**src/rtl/eeprom_rd_pkg.sv**
```systemverilog
// Shared definitions for the serial EEPROM word reader.
// Assumes the three-wire read command: opcode, address, then data.
package eeprom_rd_pkg;
    localparam int         OP_W    = 3;
    localparam logic [2:0] READ_OP = 3'b110;

    typedef enum logic [1:0] {
        FR_IDLE,
        FR_SETUP,
        FR_BIT
    } frame_state_e;

    typedef enum logic [1:0] {
        PH_LEAD,
        PH_HIGH,
        PH_TRAIL
    } bit_phase_e;
endpackage

```
**src/rtl/ee_phase_timer.sv**
```systemverilog
// Phase timer: produces a one-cycle tick at the end of each serial clock phase.
// Assumes run stays high for the whole frame; the counter clears when idle.
module ee_phase_timer #(
    parameter int PHASE_DIV = 4
) (
    input  logic clk,
    input  logic rst_n,
    input  logic run,
    output logic tick
);
    localparam int CW = (PHASE_DIV > 1) ? $clog2(PHASE_DIV) : 1;
    localparam logic [CW-1:0] LAST = CW'(PHASE_DIV - 1);

    logic [CW-1:0] cnt_q;

    assign tick = run && (cnt_q == LAST);

    // Count system cycles within the current phase.
    always_ff @(posedge clk) begin
        if (!rst_n || !run || tick) cnt_q <= '0;
        else                        cnt_q <= cnt_q + 1'b1;
    end

    a_r4_phase_count_bound: assert property (@(posedge clk) disable iff (!rst_n)
        int'(cnt_q) < PHASE_DIV);
endmodule

```
**src/rtl/ee_frame_ctrl.sv**
```systemverilog
// Frame controller: sequences the setup phase and the 25 three-phase bits,
// and decodes which bits transmit and which sample.
// Assumes tick comes from ee_phase_timer, which runs while busy.
module ee_frame_ctrl
    import eeprom_rd_pkg::*;
#(
    parameter int ADDR_W = 6,
    parameter int DATA_W = 16
) (
    input  logic clk,
    input  logic rst_n,
    input  logic start,
    input  logic tick,
    output logic busy,
    output logic launch,
    output logic sclk,
    output logic tx_active,
    output logic tx_shift,
    output logic rx_sample,
    output logic finish,
    output logic done
);
    localparam int TX_BITS = OP_W + ADDR_W;
    localparam int N_BITS  = TX_BITS + DATA_W;
    localparam int BW      = $clog2(N_BITS + 1);

    frame_state_e state_q;
    bit_phase_e   phase_q;
    logic [BW-1:0] bit_q;
    logic          done_q;

    assign busy      = (state_q != FR_IDLE);
    assign launch    = (state_q == FR_IDLE) && start;
    assign sclk      = (state_q == FR_BIT) && (phase_q == PH_HIGH);
    assign tx_active = (state_q == FR_BIT) && (int'(bit_q) < TX_BITS);
    assign tx_shift  = tx_active && (phase_q == PH_TRAIL) && tick;
    assign rx_sample = (state_q == FR_BIT) && (int'(bit_q) >= TX_BITS)
                       && (phase_q == PH_HIGH) && tick;
    assign finish    = (state_q == FR_BIT) && (phase_q == PH_TRAIL) && tick
                       && (int'(bit_q) == N_BITS - 1);
    assign done      = done_q;

    // Advance state, phase and bit index at each phase tick.
    always_ff @(posedge clk) begin
        if (!rst_n) begin
            state_q <= FR_IDLE;
            phase_q <= PH_LEAD;
            bit_q   <= '0;
            done_q  <= 1'b0;
        end else begin
            done_q <= 1'b0;
            case (state_q)
                FR_IDLE: begin
                    if (start) state_q <= FR_SETUP;
                end
                FR_SETUP: begin
                    if (tick) begin
                        state_q <= FR_BIT;
                        phase_q <= PH_LEAD;
                        bit_q   <= '0;
                    end
                end
                FR_BIT: begin
                    if (tick) begin
                        case (phase_q)
                            PH_LEAD: phase_q <= PH_HIGH;
                            PH_HIGH: phase_q <= PH_TRAIL;
                            default: begin
                                phase_q <= PH_LEAD;
                                if (finish) begin
                                    state_q <= FR_IDLE;
                                    done_q  <= 1'b1;
                                end else begin
                                    bit_q <= bit_q + 1'b1;
                                end
                            end
                        endcase
                    end
                end
                default: state_q <= FR_IDLE;
            endcase
        end
    end

    a_r6_done_single: assert property (@(posedge clk) disable iff (!rst_n)
        done_q |=> !done_q);
    a_r6_done_ends_busy: assert property (@(posedge clk) disable iff (!rst_n)
        done_q |-> (!busy && $past(busy)));
    a_r2_clock_low_at_select: assert property (@(posedge clk) disable iff (!rst_n)
        $rose(busy) |-> !sclk);
endmodule

```
**src/rtl/ee_word_shift.sv**
```systemverilog
// Data path: holds the outgoing opcode and address, collects the incoming bits
// and latches the finished word.
// Assumes launch, tx_shift, rx_sample and finish come from ee_frame_ctrl.
module ee_word_shift
    import eeprom_rd_pkg::*;
#(
    parameter int ADDR_W = 6,
    parameter int DATA_W = 16
) (
    input  logic              clk,
    input  logic              rst_n,
    input  logic              launch,
    input  logic [ADDR_W-1:0] addr,
    input  logic              tx_shift,
    input  logic              rx_sample,
    input  logic              finish,
    input  logic              sdo,
    output logic              tx_bit,
    output logic [DATA_W-1:0] word
);
    localparam int TX_BITS = OP_W + ADDR_W;

    logic [TX_BITS-1:0] tx_q;
    logic [DATA_W-1:0]  rx_q;
    logic [DATA_W-1:0]  word_q;

    assign tx_bit = tx_q[TX_BITS-1];
    assign word   = word_q;

    // Load the command at launch and shift it out one bit per serial bit.
    always_ff @(posedge clk) begin
        if (!rst_n)        tx_q <= '0;
        else if (launch)   tx_q <= {READ_OP, addr};
        else if (tx_shift) tx_q <= {tx_q[TX_BITS-2:0], 1'b0};
    end

    // Collect incoming data bits, most significant first.
    always_ff @(posedge clk) begin
        if (!rst_n)         rx_q <= '0;
        else if (rx_sample) rx_q <= {rx_q[DATA_W-2:0], sdo};
    end

    // Latch the finished word for the host.
    always_ff @(posedge clk) begin
        if (!rst_n)      word_q <= '0;
        else if (finish) word_q <= rx_q;
    end

    a_r7_cmd_held: assert property (@(posedge clk) disable iff (!rst_n)
        (!launch && !tx_shift) |=> $stable(tx_q));
    a_r9_word_held: assert property (@(posedge clk) disable iff (!rst_n)
        !finish |=> $stable(word_q));
endmodule

```
**src/rtl/eeprom_word_reader.sv**
```systemverilog
// Serial EEPROM word reader top: one start request yields one framed
// read of a 16-bit word over select, clock, data-in and data-out.
// Assumes ee_sdo is stable during each high clock phase.
module eeprom_word_reader #(
    parameter int PHASE_DIV = 4,
    parameter int ADDR_W    = 6,
    parameter int DATA_W    = 16
) (
    input  logic              clk,
    input  logic              rst_n,
    input  logic              rd_start,
    input  logic [ADDR_W-1:0] rd_addr,
    output logic              rd_busy,
    output logic              rd_done,
    output logic [DATA_W-1:0] rd_word,
    output logic              ee_cs,
    output logic              ee_sclk,
    output logic              ee_sdi,
    input  logic              ee_sdo
);
    logic tick, launch, tx_active, tx_shift, rx_sample, finish, tx_bit;

    ee_phase_timer #(.PHASE_DIV(PHASE_DIV)) u_timer (
        .clk   (clk),
        .rst_n (rst_n),
        .run   (rd_busy),
        .tick  (tick)
    );

    ee_frame_ctrl #(.ADDR_W(ADDR_W), .DATA_W(DATA_W)) u_ctrl (
        .clk       (clk),
        .rst_n     (rst_n),
        .start     (rd_start),
        .tick      (tick),
        .busy      (rd_busy),
        .launch    (launch),
        .sclk      (ee_sclk),
        .tx_active (tx_active),
        .tx_shift  (tx_shift),
        .rx_sample (rx_sample),
        .finish    (finish),
        .done      (rd_done)
    );

    ee_word_shift #(.ADDR_W(ADDR_W), .DATA_W(DATA_W)) u_shift (
        .clk       (clk),
        .rst_n     (rst_n),
        .launch    (launch),
        .addr      (rd_addr),
        .tx_shift  (tx_shift),
        .rx_sample (rx_sample),
        .finish    (finish),
        .sdo       (ee_sdo),
        .tx_bit    (tx_bit),
        .word      (rd_word)
    );

    assign ee_cs  = rd_busy;
    assign ee_sdi = tx_active && tx_bit;

    a_r8_clock_needs_select: assert property (@(posedge clk) disable iff (!rst_n)
        ee_sclk |-> ee_cs);
    a_r4_sdi_steady_high: assert property (@(posedge clk) disable iff (!rst_n)
        ee_sclk |-> $stable(ee_sdi));
    a_r1_idle_quiet: assert property (@(posedge clk) disable iff (!rst_n)
        !rd_busy |-> (!ee_sdi && !ee_sclk));
endmodule

```
**config.mk**
```make
export PLATFORM = sky130hd
export DESIGN_NAME = eeprom_word_reader
export DESIGN_NICKNAME = d
export VERILOG_FILES = /design/src/rtl/eeprom_rd_pkg.sv /design/src/rtl/ee_phase_timer.sv /design/src/rtl/ee_frame_ctrl.sv /design/src/rtl/ee_word_shift.sv /design/src/rtl/eeprom_word_reader.sv
export SDC_FILE = /design/constraint.sdc
export NUM_CORES = 1
export LEC_CHECK = 0
export BUFFER_PORTS_ARGS = -buffer_cell sky130_fd_sc_hd__clkbuf_2
export CAP_MARGIN = 20
export CORE_MARGIN = 2
export CORE_UTILIZATION = 55
export DETAILED_ROUTE_END_ITERATION = 8
export HOLD_SLACK_MARGIN = 0.03
export PLACE_DENSITY_LB_ADDON = 0.12
export SLEW_MARGIN = 25
export SYNTH_ARGS = -nofsm -noshare
export SYNTH_HDL_FRONTEND = slang
export SYNTH_HIERARCHICAL = 1
export SYNTH_SLANG_ARGS = --single-unit
```
**constraint.sdc**
```tcl
create_clock -name clk -period 6.2 [get_ports clk]
set_input_delay 0.62 -clock clk [delete_from_list [all_inputs] [get_ports clk]]
set_output_delay 0.62 -clock clk [all_outputs]
set_load 0.01 [all_outputs]
```
==> results of run 1 <==
cell type report:
| cell class | instances | area (sq um) |
|---|---|---|
| Clock buffer | 5 | 68.8 |
| Clock inverter | 3 | 43.8 |
| Tap cell | 50 | 62.6 |
| Sequential cell | 53 | 1060 |
| Inverter | 5 | 18.8 |
| Fill cell | 337 | 1490 |
| Multi-Input combinational cell | 149 | 1160 |
| Timing Repair Buffer | 30 | 150 |
flip-flops by register name, summed over array words and instances, names as in the netlist:
signal and cells:
u_ctrl/phase_q 2, u_ctrl/done 1, u_ctrl/state_q 2, u_timer/cnt_q 2
u_shift/word 16, u_shift/tx_q 9, u_shift/rx_q 16, u_ctrl/bit_q 5
power groups by stage:
stage                     logic, mW  clock network, mW  registers [mW]
after floorplan              0.0204                  0           0.354
after global placement       0.0251                  0           0.356
after detailed placement     0.0253                  0           0.356
after CTS                    0.0254              0.244           0.348
after global routing         0.0278              0.256           0.349
final                        0.0252              0.236           0.348
cell families after synthesis:
group	share of synthesized area (%)
flip-flops	45.3
XOR/XNOR	0.748
buffers and inverters	5.50
AO/OA/AOI/OAI	7.53
adder cells (fa/ha/maj)	2.14
AND/OR/NAND/NOR	20.9
multiplexers	17.9
layer usage:
layer / vias up / part of all wire, %
li1: 800 / -
met1: 689 / 54
met2: 25 / 41
met3: 5 / 3.1
met4: 0 / 1.5
met5: - / 0
placed cells by master, fill, tap and decap left out, types with 2 or more instances in the layout:
cell type	instances
mux2i_1	34
o211ai_1	4
o21ai_0	2
xor2_1	2
mux2_2	7
nand2_1	6
inv_1	5
and2_1	4
clkbuf_2	30
and4b_2	2
and3_1	3
nand2b_1	9
nor2_1	6
a21oi_1	5
nor2b_1	34
dfxtp_1	53
o211a_1	5
clkbuf_8	5
ha_1	4
o21a_1	3
or3_1	2
nor3b_1	2
synthesized netlist by cell type, drive strengths merged, types with 2 or more instances:
master	instances
dfxtp	53
mux2i	34
nor2b	34
buf	10
nand2b	9
mux2	7
nor2	7
nand2	6
a21oi	5
and2	5
clkbuf	5
inv	5
o211a	5
ha	4
o211ai	4
and3	3
and4b	3
o21a	3
nor3b	2
o21ai	2
or3	2
xor2	2
path summary, 6_finish.rpt:
path | startpoint | end | slack (ps) | depth (start not counted)
min | u_shift/word[6] | u_shift/word[6] | 530 | 2
max | u_ctrl/state_q[1] | u_shift/tx_q[5] | 3870 | 6
min reg2reg | u_shift/word[6] | u_shift/word[6] | 530 | 2
max reg2reg | u_ctrl/state_q[1] | u_shift/tx_q[5] | 3870 | 6
worst min-delay path: cells and delay by family, from the launching register on:
family / cells / cell delay, ps
flip-flops: 1 / 340
multiplexers: 1 / 60
AND/OR/NAND/NOR: 1 / 90
per-stage QoR:
step | instance area [sq um] | std cells
after floorplan | 2340 | 222
after global placement | 2450 | 287
after detailed placement | 2450 | 287
after CTS | 2560 | 295
after global routing | 2570 | 295
final | 2570 | 295
==> flow_summary.yaml, run 1 <==
route:
  num_vias: 1519
  dr.first_iter.drc_count: 110
  wirelength_mm: 3.69
  vias_per_cell: 5.15
  post_drt_wl_per_cell_um: 12.5
  firstDrtPassIters: 4
  post-route-drc-count: 0
  ant_nets: 0
power:
  p_int_mw: 0.480
  power_mw: 0.609
  clock_power_share_pct: 38.7
  swShare_pct: 21.1
  cellPowerDensity_nw_per_um2: 237
  power.leakage_nw: 0.976
  comb_power_share_pct: 4.1
  ir_drop_uv: 175
  p_seq_share_pct: 57.1
  switchingPower_mw: 0.129
timing:
  worstMarginPinSlew_ps: 891
  hold_ws_ps: 527
  max_slew_margin_pct: 40.4
  rsz0062_at_grt: "false"
  fin_skew_ps: 8.34
  fmax_mhz: 430
  hold_violations: 0
  slew_violations: 0
  fin_tns_setup_ps: 0
  timing.final.crit_share_pct: 37.5
  setup_violations: 0
  final.min_clock_period_ps: 2330
  worst_slack_ps: 3870
global_route:
  grt_use_met1_pct: 20.6
  grt_pass1_vias: 1372
  grt_antenna_before_repair: 0
  top_usage_layer: "met2"
  gr-total-overflow: 0
  grt_util_met2_pct: 24.3
  use_met3_pct: 4.80
  grt_usage_pct: 15.7
  grt_start_max_net_pins: 52
  grt_pass1_wl_mm: 6.20
setup_path:
  slowest_stage: "nor2_1"
  cp_num_buf_inv: 0
  cp.required_ps: 6400
  worstPathMaxFanout: 12
  crit_path_end_kind: "flip-flop"
  path_class: "flip-flop to flip-flop"
  slowest_delay_ps: 570
  startpoint_type: "flip-flop"
  path_cells: "or2_2, and2_2, nand3b_1, nor2_1, mux2_2, o211a_1"
  worstPathArrival_ps: 2530
  path_delay_family: "simple AND/OR/NAND/NOR gates"
yosys:
  synth_cell_type_count: 38
  postSynthCellCount: 222
  synth_top_flop_cell: "dfxtp_1"
  syn_avg_cell_area_sq_um: 10.6
  netlist.area_leader.share_pct: 45.3
  synth_top_area_cell: "dfxtp_1"
  synth_edf_count: 0
  syn_area_sq_um: 2340
  synthArstFlopShare_pct: 0
  ys_seq_area_share_pct: 45.3
  yosysWarnings: 6
  yosys-top-cells-area: "dfxtp_1 45%, mux2i_1 15%, nor2b_1 9.1%"
  synth_seq_cells: 53
  syn_nets: 236
final_layout:
  syn_to_final_growth_pct: 9.56
  drive_gt1_share_pct: 20.8
  nets: 258
  final_core_util_pct: 63.3
  antenna_cells: 0
cts:
  cts_made_buffers: 5
  cts_max_level: 2
  clk_latency_ps: 310
  cts_tree: "built"
  cts_setup_buffers: 0
  cts_num_sinks: 53
  hold_buffers: 0
  cts_buffer_depth: 2
  path_clk_slew_ps: 100
  cts.repair.resized: 0
  cts-root-buf: "clkbuf_8"
floorplanning:
  dieArea_sq_um: 4800
  floorplan.rows: 23
  io_pins: 31
  die-width_um: 69.3
  die_h_um: 69.3
  core_area_sq_um: 4060
  start_util_pct: 57.8
outcome:
  status: "finished clean"
placed_design:
  hpwl_mm: 2.34
  gp_congestion: 0.747
  portBuffers: 30
  dpl_worst_slack_ps: 3910
hold_path:
  hold_path.class: "flip-flop to flip-flop"
job:
  cap_violations: 0
(Power assumes the default switching activity.)
==> run 2: changes to the inputs <==
--- a/config.mk
+++ b/config.mk
@@ -5,6 +5,7 @@
 export SDC_FILE = /design/constraint.sdc
 export NUM_CORES = 1
 export LEC_CHECK = 0
+export ABC_AREA = 1
 export BUFFER_PORTS_ARGS = -buffer_cell sky130_fd_sc_hd__clkbuf_2
 export CAP_MARGIN = 20
 export CORE_MARGIN = 2
==> constraint.sdc (replaced) <==
create_clock -name clk -period 2.2 [get_ports clk]
set_input_delay 0.22 -clock clk [delete_from_list [all_inputs] [get_ports clk]]
set_output_delay 0.22 -clock clk [all_outputs]
set_load 0.01 [all_outputs]
==> run 2 against run 1 <==
  * Register-to-register slack got worse by 3600 ps
  * Clock power rose by 120%
  * Largest power group unchanged
  * Non-clock buffer count rose by 4
  * Area after synthesis fell by 1.8%
  * Highest routed layer unchanged
  * Synthesized cell count rose by 40%
  * Critical path type unchanged
  * Combinational power rose to 3.1 times the previous value
==> flow_summary.yaml, run 2 <==
yosys:
  synth-compound-area-share_pct: 10.9
  ys_top_cells_by_count: "78 x nor2_1, 53 x dfxtp_1, 44 x nand2_1, 33 x o21ai_0, 27 x inv_1"
  ys_seq_area_share_pct: 46.1
  yosysWarnings: 6
  synthXorXnorAreaFrac_pct: 1.09
  synth_top_flop_cell: "dfxtp_1"
  syn_avg_cell_area_sq_um: 7.42
  yosys.area_share.simple_pct: 29.6
  synthAdderAreaFrac_pct: 2.18
  synth_cell_type_count: 23
  syn_area_sq_um: 2300
  synth_most_common_cell: "nor2_1"
  synth_seq_cells: 53
  syn_nets: 324
  postSynthCellCount: 310
  synthArstFlopShare_pct: 0
  yosys-top-cells-area: "dfxtp_1 46%, nor2_1 13%, nand2_1 7.2%"
  yosys-mux-area-fraction_pct: 0
  netlist.area_leader.share_pct: 46.1
  synth_top_family_by_area: "simple AND/OR/NAND/NOR gates"
  synth_edf_count: 0
  synth_top_area_cell: "dfxtp_1"
power:
  p_int_mw: 1.22
  p_seq_share_pct: 62.3
  power.leakage_nw: 1.26
  switchingPower_mw: 0.353
  comb_power_share_pct: 5.0
  ir_drop_uv: 465
  cellPowerDensity_nw_per_um2: 627
  swShare_pct: 22.4
  clock_power_share_pct: 32.7
floorplanning:
  core_area_sq_um: 4000
  floorplan.rows: 23
  dieArea_sq_um: 4720
  die_h_um: 68.7
  io_pins: 31
  start_util_pct: 57.5
  die-width_um: 68.7
cts:
  cts_tree: "built"
  clk_latency_ps: 300
  hold_buffers: 0
  cts_setup_buffers: 0
  path_clk_slew_ps: 90
  cts_num_sinks: 53
  cts_max_level: 2
  cts-root-buf: "clkbuf_8"
  cts_buffer_depth: 2
  cts_made_buffers: 5
  cts.repair.resized: 0
job:
  cap_violations: 0
timing:
  final.min_clock_period_ps: 1910
  slew_violations: 0
  fin_tns_setup_ps: 0
  setup_violations: 0
  hold_violations: 0
  rsz0062_at_grt: "false"
  max_slew_margin_pct: 77.1
  timing.final.crit_share_pct: 86.6
  fmax_mhz: 525
  worstMarginPinSlew_ps: 343
  fin_skew_ps: 6.63
  worst_slack_ps: 295
  hold_ws_ps: 142
route:
  post-route-drc-count: 0
  num_vias: 1926
  ant_nets: 0
  post_drt_wl_per_cell_um: 11.0
  wirelength_mm: 4.24
  dr.first_iter.drc_count: 91
  vias_per_cell: 4.98
  firstDrtPassIters: 4
final_layout:
  drive_gt1_share_pct: 16.6
  syn_to_final_growth_pct: 9.14
  antenna_cells: 0
  design_area_sq_um: 2510
  multi_input_area_sq_um: 1010
  seqCellArea_sq_um: 1060
  layout_commonest_cell: "nor2_1"
  most-common-layout-cells: "78 x nor2_1, 53 x dfxtp_1, 44 x nand2_1, 33 x o21ai_0, 30 x clkbuf_2"
  nFillCells: 388
  nets: 351
placed_design:
  hpwl_mm: 2.98
  portBuffers: 30
  dpl_worst_slack_ps: 357
  gp_congestion: 0.797
  placed_area_sq_um: 2430
global_route:
  gr-total-overflow: 0
  grt_util_met2_pct: 33.7
  grt_pass1_wl_mm: 7.24
  grt_usage_pct: 20.2
  grt_antenna_before_repair: 0
  grt_start_max_net_pins: 42
  use_met3_pct: 4.87
  top_usage_layer: "met2"
  grt_use_met1_pct: 26.5
  grt_pass1_vias: 1669
setup_path:
  r2r-start: "u_ctrl/state_q[1]"
  cp.required_ps: 2440
  crit_start: "u_ctrl/state_q[1]"
  startpoint_type: "flip-flop"
  reg2reg_slack_ps: 290
  worstPathArrival_ps: 2150
  path_class: "flip-flop to flip-flop"
  worstPathMaxFanout: 15
  crit_path_end_kind: "flip-flop"
outcome:
  status: "finished clean"
hold_path:
  hold_path.class: "input pin to flip-flop"
  min_from: "ee_sdo"
## run 2: final cells by class
class / count / share of cell area [%]
clock buffers: 6 / 2.89
clock inverters: 1 / 0.349
inverters: 32 / 4.78
multi-input cells: 211 / 40.1
flip-flops and latches: 53 / 42.3
well taps: 50 / 2.49
repair buffers: 34 / 7.17
## run 2: final timing paths
kind | to | cells after the start
max reg2reg | u_shift/word[0] | 11
min reg2reg | u_timer/cnt_q[0] | 1
max | u_shift/word[0] | 11
min | u_shift/rx_q[0] | 3
## run 2: kinds of logic after synthesis
family,count (synthesis)
AOI/OAI and AO/OA,50
xor gates and xnor gates,2
adders and majority gates,4
buffers and inverters,46
DFF,53
and+or+nand+nor,155
## run 2: critical path: stages, from the launching register on
cell     delay, ps
dfxtp_1        500
nor2_1          90
inv_1          120
nand2_1         60
inv_1          140
nand3_2        140
nor2_4         130
nand2_4         90
inv_1          110
buf_4          210
o21ai_0        130
nor2_1         110
## run 2: per-layer routing
layer	part of all wire, %	wire (um)
met5	0	0
met2	46	1970
met3	3.6	152
met4	0.90	38
met1	49	2080
## run 2: power by group through the flow
| stage | registers (mW) | logic (mW) | clock network (mW) |
|---|---|---|---|
| global placement | 1.00 | 0.0787 | 0 |
| floorplan | 1.00 | 0.0623 | 0 |
| global route | 0.983 | 0.0913 | 0.566 |
| finish | 0.981 | 0.0784 | 0.516 |
| detailed placement | 1.00 | 0.0791 | 0 |
| CTS | 0.981 | 0.0796 | 0.534 |
## run 2: per-stage QoR
step                      power, mW  cells  utilization [%]
after floorplan                1.06    310                -
after global placement         1.08    380             60.7
after detailed placement       1.08    380             60.7
after CTS                      1.60    387             62.8
after global routing           1.64    387             62.8
final                          1.58    387             62.8
